### config.mk
export PLATFORM = sky130hd
export DESIGN_NAME = pcas_sched
export DESIGN_NICKNAME = d
export VERILOG_FILES = /design/src/rtl/pcas_pkg.sv /design/src/rtl/pcas_cfg.sv /design/src/rtl/pcas_delay_line.sv /design/src/rtl/pcas_strobe_gen.sv /design/src/rtl/pcas_trcd_mon.sv /design/src/rtl/pcas_sched.sv
export SDC_FILE = /design/constraint.sdc
export NUM_CORES = 1
export LEC_CHECK = 0
export BUFFER_PORTS_ARGS = -buffer_cell sky130_fd_sc_hd__buf_2
export CAP_MARGIN = 20
export CORE_MARGIN = 1
export CORE_UTILIZATION = 55
export DETAILED_ROUTE_END_ITERATION = 10
export GPL_TIMING_DRIVEN = 0
export PLACE_DENSITY = 0.8
export REMOVE_ABC_BUFFERS = 1
export SLEW_MARGIN = 15
export SYNTH_ARGS = -nofsm -noshare
export SYNTH_HDL_FRONTEND = slang
export SYNTH_SLANG_ARGS = --single-unit
### constraint.sdc
create_clock -name clk -period 5 [get_ports clk]
set_input_delay 0.5 -clock clk [delete_from_list [all_inputs] [get_ports clk]]
set_output_delay 0.5 -clock clk [all_outputs]
set_load 0.005 [all_outputs]
### src/rtl/pcas_pkg.sv
package pcas_pkg;

  typedef enum logic [1:0] {
    CMD_IDLE = 2'd0,
    CMD_ACT  = 2'd1,
    CMD_RD   = 2'd2,
    CMD_WR   = 2'd3
  } pcas_cmd_e;

  // one delay-line slot: at most one of the two bits is set
  typedef struct packed {
    logic rd;
    logic wr;
  } col_slot_t;

endpackage

### src/rtl/pcas_cfg.sv
module pcas_cfg #(
  parameter int AL_MAX = 4,
  parameter int CL_MIN = 3,
  parameter int CL_MAX = 5,
  parameter int AL_W   = $clog2(AL_MAX + 1),
  parameter int CL_W   = $clog2(CL_MAX + 1),
  parameter int LAT_W  = $clog2(AL_MAX + CL_MAX + 1)
) (
  input  logic             clk,
  input  logic             rst,
  input  logic             cfg_we,
  input  logic [AL_W-1:0]  cfg_al,
  input  logic [CL_W-1:0]  cfg_cl,
  output logic [AL_W-1:0]  al_q,
  output logic [CL_W-1:0]  cl_q,
  output logic [LAT_W-1:0] rl_q,
  output logic [LAT_W-1:0] wl_q
);

  logic in_range;

  assign in_range = (cfg_al <= AL_W'(AL_MAX)) &&
                    (cfg_cl >= CL_W'(CL_MIN)) &&
                    (cfg_cl <= CL_W'(CL_MAX));

  always_ff @(posedge clk) begin
    if (rst) begin
      al_q <= '0;
      cl_q <= CL_W'(CL_MIN);
      rl_q <= LAT_W'(CL_MIN);
      wl_q <= LAT_W'(CL_MIN - 1);
    end else if (cfg_we && in_range) begin
      al_q <= cfg_al;
      cl_q <= cfg_cl;
      rl_q <= LAT_W'(cfg_al) + LAT_W'(cfg_cl);
      wl_q <= LAT_W'(cfg_al) + LAT_W'(cfg_cl) - LAT_W'(1);
    end
  end

endmodule

### src/rtl/pcas_delay_line.sv
module pcas_delay_line
  import pcas_pkg::*;
#(
  parameter int DEPTH = 10
) (
  input  logic                  clk,
  input  logic                  rst,
  input  col_slot_t             slot_in,
  output col_slot_t [DEPTH:0]   taps
);

  col_slot_t stage [DEPTH];

  for (genvar i = 0; i < DEPTH; i++) begin : g_stage
    if (i == 0) begin : g_head
      always_ff @(posedge clk) begin
        if (rst) stage[i] <= '0;
        else     stage[i] <= slot_in;
      end
    end else begin : g_body
      always_ff @(posedge clk) begin
        if (rst) stage[i] <= '0;
        else     stage[i] <= stage[i-1];
      end
    end
  end

  // tap k = command sampled k edges before the coming edge
  always_comb begin
    taps[0] = slot_in;
    for (int i = 0; i < DEPTH; i++) begin
      taps[i+1] = stage[i];
    end
  end

endmodule

### src/rtl/pcas_strobe_gen.sv
module pcas_strobe_gen
  import pcas_pkg::*;
#(
  parameter int DEPTH         = 10,
  parameter int AL_W          = 3,
  parameter int LAT_W         = 4,
  parameter int BURST_CLKS    = 2,
  parameter int BEATS_PER_CLK = 2,
  parameter int BEAT_W        = 2
) (
  input  logic                 clk,
  input  logic                 rst,
  input  col_slot_t [DEPTH:0]  taps,
  input  logic [AL_W-1:0]      al,
  input  logic [LAT_W-1:0]     rl,
  input  logic [LAT_W-1:0]     wl,
  output logic                 issue_now,
  output logic                 issue_pulse,
  output logic                 issue_wr,
  output logic                 rd_valid,
  output logic [BEAT_W-1:0]    rd_beat,
  output logic                 wr_capture,
  output logic [BEAT_W-1:0]    wr_beat
);

  localparam int IDX_W = $clog2(DEPTH + 1);

  function automatic col_slot_t pick(input col_slot_t [DEPTH:0] t, input int idx);
    logic [IDX_W-1:0] sel;
    sel = IDX_W'(idx);
    if (idx >= 0 && idx <= DEPTH) return t[sel];
    return '0;
  endfunction

  col_slot_t             iss_slot;
  logic                  rd_n, wr_n;
  logic [BEAT_W-1:0]     rdb_n, wrb_n;

  always_comb begin
    iss_slot = pick(taps, int'(al));
    rd_n  = 1'b0;
    wr_n  = 1'b0;
    rdb_n = '0;
    wrb_n = '0;
    for (int k = 0; k < BURST_CLKS; k++) begin
      if (!rd_n && pick(taps, int'(rl) + k).rd) begin
        rd_n  = 1'b1;
        rdb_n = BEAT_W'(k * BEATS_PER_CLK);
      end
      if (!wr_n && pick(taps, int'(wl) + k).wr) begin
        wr_n  = 1'b1;
        wrb_n = BEAT_W'(k * BEATS_PER_CLK);
      end
    end
  end

  assign issue_now = iss_slot.rd | iss_slot.wr;

  always_ff @(posedge clk) begin
    if (rst) begin
      issue_pulse <= 1'b0;
      issue_wr    <= 1'b0;
      rd_valid    <= 1'b0;
      rd_beat     <= '0;
      wr_capture  <= 1'b0;
      wr_beat     <= '0;
    end else begin
      issue_pulse <= issue_now;
      issue_wr    <= iss_slot.wr;
      rd_valid    <= rd_n;
      rd_beat     <= rdb_n;
      wr_capture  <= wr_n;
      wr_beat     <= wrb_n;
    end
  end

endmodule

### src/rtl/pcas_trcd_mon.sv
module pcas_trcd_mon #(
  parameter int TRCD = 3
) (
  input  logic clk,
  input  logic rst,
  input  logic act_in,
  input  logic issue_now,
  output logic trcd_err
);

  localparam int CNT_W = $clog2(TRCD + 1);

  logic [CNT_W-1:0] since_act;
  logic             act_seen;

  // since_act holds (edges since the activate edge) - 1 before each edge
  always_ff @(posedge clk) begin
    if (rst) begin
      since_act <= '0;
      act_seen  <= 1'b0;
      trcd_err  <= 1'b0;
    end else begin
      if (act_in) begin
        since_act <= '0;
        act_seen  <= 1'b1;
      end else if (since_act != CNT_W'(TRCD)) begin
        since_act <= since_act + CNT_W'(1);
      end
      trcd_err <= issue_now && (!act_seen || since_act < CNT_W'(TRCD - 1));
    end
  end

endmodule

### src/rtl/pcas_sched.sv
module pcas_sched
  import pcas_pkg::*;
#(
  parameter int AL_MAX        = 4,
  parameter int CL_MIN        = 3,
  parameter int CL_MAX        = 5,
  parameter int TRCD          = 3,
  parameter int BURST_BEATS   = 4,
  parameter int BEATS_PER_CLK = 2,
  parameter int AL_W          = $clog2(AL_MAX + 1),
  parameter int CL_W          = $clog2(CL_MAX + 1),
  parameter int BEAT_W        = $clog2(BURST_BEATS)
) (
  input  logic              clk,
  input  logic              rst,
  input  logic [1:0]        cmd,
  input  logic              cfg_we,
  input  logic [AL_W-1:0]   cfg_al,
  input  logic [CL_W-1:0]   cfg_cl,
  output logic              issue_pulse,
  output logic              issue_wr,
  output logic              rd_valid,
  output logic [BEAT_W-1:0] rd_beat,
  output logic              wr_capture,
  output logic [BEAT_W-1:0] wr_beat,
  output logic              trcd_err
);

  localparam int BURST_CLKS = BURST_BEATS / BEATS_PER_CLK;
  localparam int DEPTH      = AL_MAX + CL_MAX + BURST_CLKS - 1;
  localparam int LAT_W      = $clog2(AL_MAX + CL_MAX + 1);

  pcas_cmd_e             cmd_e;
  col_slot_t             slot_in;
  col_slot_t [DEPTH:0]   taps;
  logic [AL_W-1:0]       al_q;
  logic [CL_W-1:0]       cl_q;
  logic [LAT_W-1:0]      rl_q, wl_q;
  logic                  issue_now;

  assign cmd_e      = pcas_cmd_e'(cmd);
  assign slot_in.rd = (cmd_e == CMD_RD);
  assign slot_in.wr = (cmd_e == CMD_WR);

  pcas_cfg #(
    .AL_MAX(AL_MAX), .CL_MIN(CL_MIN), .CL_MAX(CL_MAX),
    .AL_W(AL_W), .CL_W(CL_W), .LAT_W(LAT_W)
  ) u_cfg (
    .clk(clk), .rst(rst), .cfg_we(cfg_we), .cfg_al(cfg_al), .cfg_cl(cfg_cl),
    .al_q(al_q), .cl_q(cl_q), .rl_q(rl_q), .wl_q(wl_q)
  );

  pcas_delay_line #(.DEPTH(DEPTH)) u_line (
    .clk(clk), .rst(rst), .slot_in(slot_in), .taps(taps)
  );

  pcas_strobe_gen #(
    .DEPTH(DEPTH), .AL_W(AL_W), .LAT_W(LAT_W), .BURST_CLKS(BURST_CLKS),
    .BEATS_PER_CLK(BEATS_PER_CLK), .BEAT_W(BEAT_W)
  ) u_strobe (
    .clk(clk), .rst(rst), .taps(taps), .al(al_q), .rl(rl_q), .wl(wl_q),
    .issue_now(issue_now), .issue_pulse(issue_pulse), .issue_wr(issue_wr),
    .rd_valid(rd_valid), .rd_beat(rd_beat),
    .wr_capture(wr_capture), .wr_beat(wr_beat)
  );

  pcas_trcd_mon #(.TRCD(TRCD)) u_trcd (
    .clk(clk), .rst(rst), .act_in(cmd_e == CMD_ACT),
    .issue_now(issue_now), .trcd_err(trcd_err)
  );

endmodule

# Yosys cells after proc, flatten, opt, wreduce, memory -nomap -nowiden
# Memories as Yosys holds them, arrays and structs flattened.
# Cells that the tools add are included.
# W data, S select, Z words.
[totals] register_bits=23 ram_bits=20 input_bits=11 out_inout_bits=9 elab_cells=106 mem_count=1
[classes] n_addsub=5 n_lt_le_gt_ge=17 eq_ne=4 mux=41 bitwise=11 reduce_logical=15
[mem_list] memory="u_line.stage" depth=10 width=2 rd=10 rd_clocked_by_memory_dff=0 write_ports=10 line_no="pcas_delay_line.sv:12" rtl="col_slot_t stage [DEPTH];"
[op_table] cell="$ge A32 B1 Y1 const B" count=2
[op_table] cell="$le A32 B5 Y1 const B" count=2
[op_table] cell="$mux W2" count=19
[op_table] cell="$bmux W2 S4" count=4
[op_table] cell="$lt A4 B5 Y1 const B" count=4
[op_table] cell="$mux W1" count=17
[op_table] cell="$or A1 B1 Y1" count=11
[op_table] cell="$add A4 B1 Y5 const B" count=2
[op_table] cell="$logic_and A1 B1 Y1" count=10
[op_table] cell="$ge A4 B1 Y1 const B" count=2
[op_table] cell="$le A4 B4 Y1 const B" count=2
[op_table] cell="$bmux W2 S3" count=1
[op_table] cell="$le A3 B3 Y1 const B" count=2
[op_table] cell="$lt A3 B5 Y1 const B" count=1
[op_table] cell="$add A3 B3 Y4" count=1
[op_table] cell="$eq A2 B2 Y1 const B" count=2
[op_table] cell="$sub A4 B1 Y4 const B" count=1
[op_table] cell="$ge A3 B2 Y1 const B" count=1
[op_table] cell="$logic_not A1 Y1" count=3
[op_table] cell="$add A2 B1 Y2 const B" count=1
[op_table] cell="$eq A2 B1 Y1 const B" count=1
[op_table] cell="$lt A2 B2 Y1 const B" count=1
[op_table] cell="$ne A2 B2 Y1 const B" count=1
[op_table] cell="$reduce_or A2 Y1" count=1
[op_table] cell="$logic_or A1 B1 Y1" count=1

# Depth between registers and ports, before layout
[logic_depth] ltp_word=9 depth_mapped=8

# Modules after synthesis
# Synthesis repeated with hierarchy kept, for this count alone.
[hier_totals] hier_cells=241 hier_area_um2=2437.3
[by_module_without_submodules] module="pcas_strobe_gen" instances=1 cells_per_inst=105 area_each_um2=929.6
[by_module_without_submodules] module="pcas_cfg" instances=1 cells_per_inst=76 area_each_um2=706.9
[by_module_without_submodules] module="pcas_delay_line" instances=1 cells_per_inst=44 area_each_um2=633.1
[by_module_without_submodules] module="pcas_trcd_mon" instances=1 cells_per_inst=13 area_each_um2=145.1
[by_module_without_submodules] module="pcas_sched" instances=1 cells_per_inst=3 area_each_um2=22.5

# Worst setup path after synthesis
# No wires, ideal clock.
[synth_path] path_kind="register to register" startpoint="register u_cfg.rl_q[1]" endpoint="register u_strobe.rd_valid" setup_time_ns=0.131 t_arrival_ns=1.761 slack_ns=3.107 path_stages_with_launch=6 path_buffers=0 synth_period_minus_slack_ns=1.893 cell_sequence="dfxtp_1 ha_1 mux4_2 mux2_2 a31oi_1 o21ai_0"
[synth_via] elab_chain_len=8 elab_cells_between_ends=21 cone_classes="1 x add/sub; 4 x order compare; 12 x mux; 4 x reduce/logical"
[synth_lines] element="from (decl)" line_no="pcas_cfg.sv:16" rtl="output logic [LAT_W-1:0] rl_q,"
[synth_lines] element="from (signal assigned)" line_no="pcas_cfg.sv:30" rtl="rl_q <= LAT_W'(CL_MIN);"
[synth_lines] element="from (signal assigned)" line_no="pcas_cfg.sv:35" rtl="rl_q <= LAT_W'(cfg_al) + LAT_W'(cfg_cl);"
[synth_lines] element="branches (longest 7 deep; another with $ge A32 B1 Y1)"
[synth_lines] element="$mux W1 *" line_no="pcas_strobe_gen.sv:46" rtl="if (!rd_n && pick(taps, int'(rl) + k).rd) begin"
[synth_lines] element="to (signal assigned)" line_no="pcas_strobe_gen.sv:70" rtl="rd_valid <= rd_n;"
[synth_lines] element="to (decl)" line_no="pcas_strobe_gen.sv:20" rtl="output logic rd_valid,"
# Mark *: on every way between the ends. The select of a mux whose other input is x is not followed.
# A chain may end at the register's enable or synchronous reset.

# Worst setup path after layout
[layout_path] startpoint="register u_cfg.rl_q[0]" endpoint="register u_strobe.rd_valid"
# Same word-level chain as after synthesis.

==> run metrics <==
final net count=between 200 and 250; post-layout min period=2.14 ns; leak pwr=0.952 nW; Via Count=1445; sequential area share after synthesis=40.3%; Yosys reg bits=41; clk slew on worst S/H paths=0.07 ns; total I/O pin count=20; CTS Buf Count=5; Area contributors post-synth=dfxtp_1 (40%), mux4_2 (13%), nor2b_1 (7.7%); crit path kind=reg2reg; net switching power=155 uW; cts hold-fix bufs=0; HP Class=reg2reg; Final Cycle Share=42.8%; Tot Pwr=694 uW; clk sink count=41; Starting Density=59.1%; Final GP Congestion=0.800; first-pass GRT wire length=5990 um; combinational share of power=between 10% and 20%; Detailed Routing Iterations Pass 1=4; peak supply drop=0.000159 V; fin. max-slew vios=0; H-tree depth=2; Crit path required time=5.16 ns; die footprint=0.00395 mm^2; sw frac=22.3%; Post-Syn Area=between 0.002 and 0.0025 mm^2; most instantiated library cell after synthesis=dfxtp_1; Area growth, synth to finish=10.3%; gr usage total=19.9%; Clock Tree Root=clkbuf_8; DRC viols=0; R2R cell count=5; initial antenna violation count=0; DRT Wirelength=3620 um; gr ovfl total=0; row cnt=21; post-route antenna net violation count=0; CP Data Arrival Time=2.29 ns; Post-synth EDFFs=0; Core Util, Final=65.2%; Hold Fails Final Rpt=0; pwr/cell area=309 mW/mm^2; hold path start=u_trcd.act_seen; Core ar.=0.00344 mm^2; Most used DFF post-synth=dfxtp_1; max cap viols=0; width of the die=62.8 um; Slew HR=52.6%; Vias/cell=around 5.6; placed instance count=250; dpl hpwl=about 2700 um; Unique masters post-synth=38; share of async-settable or async-resettable flops after synthesis=0%; status=finished, final reports clean; pin count of the biggest net entering global routing=37; crit path capture type=flip-flop; synth warn=0; ant diodes=0; post-route clock skew=0.00517 ns; CP startpoint kind=flip-flop; CP max-delay cell=dfxtp_1; cell taking the most area after synthesis=dfxtp_1; worst hold stages=1; worst r2r dst=u_strobe.rd_valid; final cell count without fillers=258; Post-Syn Area per Cell=10.3 um^2; Syn Inst Count=197; Yosys top cell area share=40.3%; RSZ-0062 raised after global routing=false; Fmax=0.468 GHz; Pint=539 uW; postcts setup bufs=0; buffers added on ports=17; CTS tree=yes; Worst path max stage delay=0.57 ns; vias in the first global route=1355; post-cts gate resize count=0; worst-skew pair later-pin latency=0.29 ns; share of cells above drive strength 1=19.8%; die height=62.8 um; most frequent cells after synthesis=dfxtp_1 (41), nor2b_1 (25), nor2_1 (20); Clock Power Share=38.6%; worst flop-to-flop path startpoint=u_cfg.rl_q[0]; reg2reg setup slack=2.86 ns; Total Neg Setup Slack=0 ns; crit-path leading delay family=multiplexers; critical-path cell list=ha_1 > mux4_2 > mux2_2 > a31oi_1 > o21ai_0; Max FO, Critical Path=11; DR iter-0 viols=44; clk buf depth=2; final setup fails=0; WP buf/inv=0; Slew @ Worst Pin=0.709 ns; Routed WL per cell=about 14 um; Hold Path End=u_trcd.trcd_err; part of the power in registers=50.5%
-- cells by family after synthesis --
group / count (synthesis) / share of synthesized area [%]
AOI/OAI and AO/OA: 27 / 9.04
and+or+nand+nor: 72 / 18.9
muxes: 24 / 19.4
adders and majority gates: 9 / 5.90
other: 1 / 0.184
DFF: 41 / 40.3
xor gates and xnor gates: 6 / 2.58
buffers and inverters: 17 / 3.69
-- how the worst max path moves through the flow --
stage / from / endpoint / cells after the start
final: u_cfg.rl_q[0] / u_strobe.rd_valid / 5
after CTS: u_cfg.rl_q[0] / u_strobe.rd_valid / 5
after floorplan: u_cfg.rl_q[0] / u_strobe.rd_valid / 5
after detailed placement: cfg_al[0] / u_cfg.wl_q[2] / 9
after global placement: u_cfg.rl_q[0] / u_strobe.rd_valid / 5
after global routing: u_cfg.rl_q[0] / u_strobe.rd_valid / 5
-- metrics by stage --
step	setup WS [ns]	hold WS, ns	instance area [um^2]
floorplan	3.06	0.412	1990
detailed placement	2.88	0.442	2130
CTS	2.87	0.452	2240
finish	2.86	0.453	2240
global route	2.74	0.478	2240
global placement	2.92	0.418	2130
-- placed cells by master, fill, tap and decap left out, drive strengths merged, types with 2 or more instances in the layout --
cell | netlist | layout
nand2b | 3 | 3
o211a | 2 | 2
ha | 8 | 8
clkbuf | 6 | 7
nand3 | 2 | 2
buf | 5 | 17
o211ai | 3 | 3
nor3b | 2 | 2
nand2 | 9 | 9
mux2i | 9 | 9
o21ai | 8 | 8
inv | 6 | 6
nor2 | 20 | 20
nor3 | 3 | 3
dfxtp | 41 | 41
mux2 | 3 | 3
a21oi | 6 | 6
and2 | 3 | 3
nor2b | 25 | 25
xnor2 | 5 | 5
conb | 1 | 2
nand3b | 4 | 4
mux4 | 12 | 12
-- worst register-to-register path, cell delays in order, from the launching register on --
cell and delay, ns:
dfxtp_1 0.57, ha_1 0.32, mux4_2 0.53, mux2_2 0.28
a31oi_1 0.20, o21ai_0 0.10
-- flip-flops by register name, summed over array words and instances, names as in the netlist --
| name | flops |
|---|---|
| u_strobe.rd_valid | 1 |
| u_strobe.wr_beat | 1 |
| u_strobe.wr_capture | 1 |
| u_trcd.act_seen | 1 |
| u_strobe.rd_beat | 1 |
| u_cfg.rl_q | 4 |
| u_line.stage | 20 |
| u_trcd.since_act | 2 |
| u_strobe.issue_pulse | 1 |
| u_cfg.wl_q | 4 |
| u_strobe.issue_wr | 1 |
| u_cfg.al_q | 3 |
| u_trcd.trcd_err | 1 |
-- final cells by class --
type,instances,area [um^2]
Tap cell,46,57.6
Inverter,6,22.5
Clock inverter,1,30.0
Clock buffer,7,86.3
Fill cell,269,1200
Timing Repair Buffer,17,85.1
Sequential cell,41,821
Multi-Input combinational cell,140,1140
-- metal layers --
layer  wire length, um  GRT usage [%]
met1              1670           24.4
met2              1750           32.9
met3               157           5.47
met4                35           7.85
met5                 0              0
-- power groups by stage --
stage | clock network, mW | logic, mW | registers (mW)
2_1_floorplan | 0 | 0.0536 | 0.355
3_3_place_gp | 0 | 0.0722 | 0.356
3_5_place_dp | 0 | 0.0759 | 0.358
4_1_cts | 0.273 | 0.0763 | 0.350
5_1_grt | 0.295 | 0.0837 | 0.352
6_report | 0.268 | 0.0756 | 0.350
No activity file was read; power rests on OpenSTA's default activity.
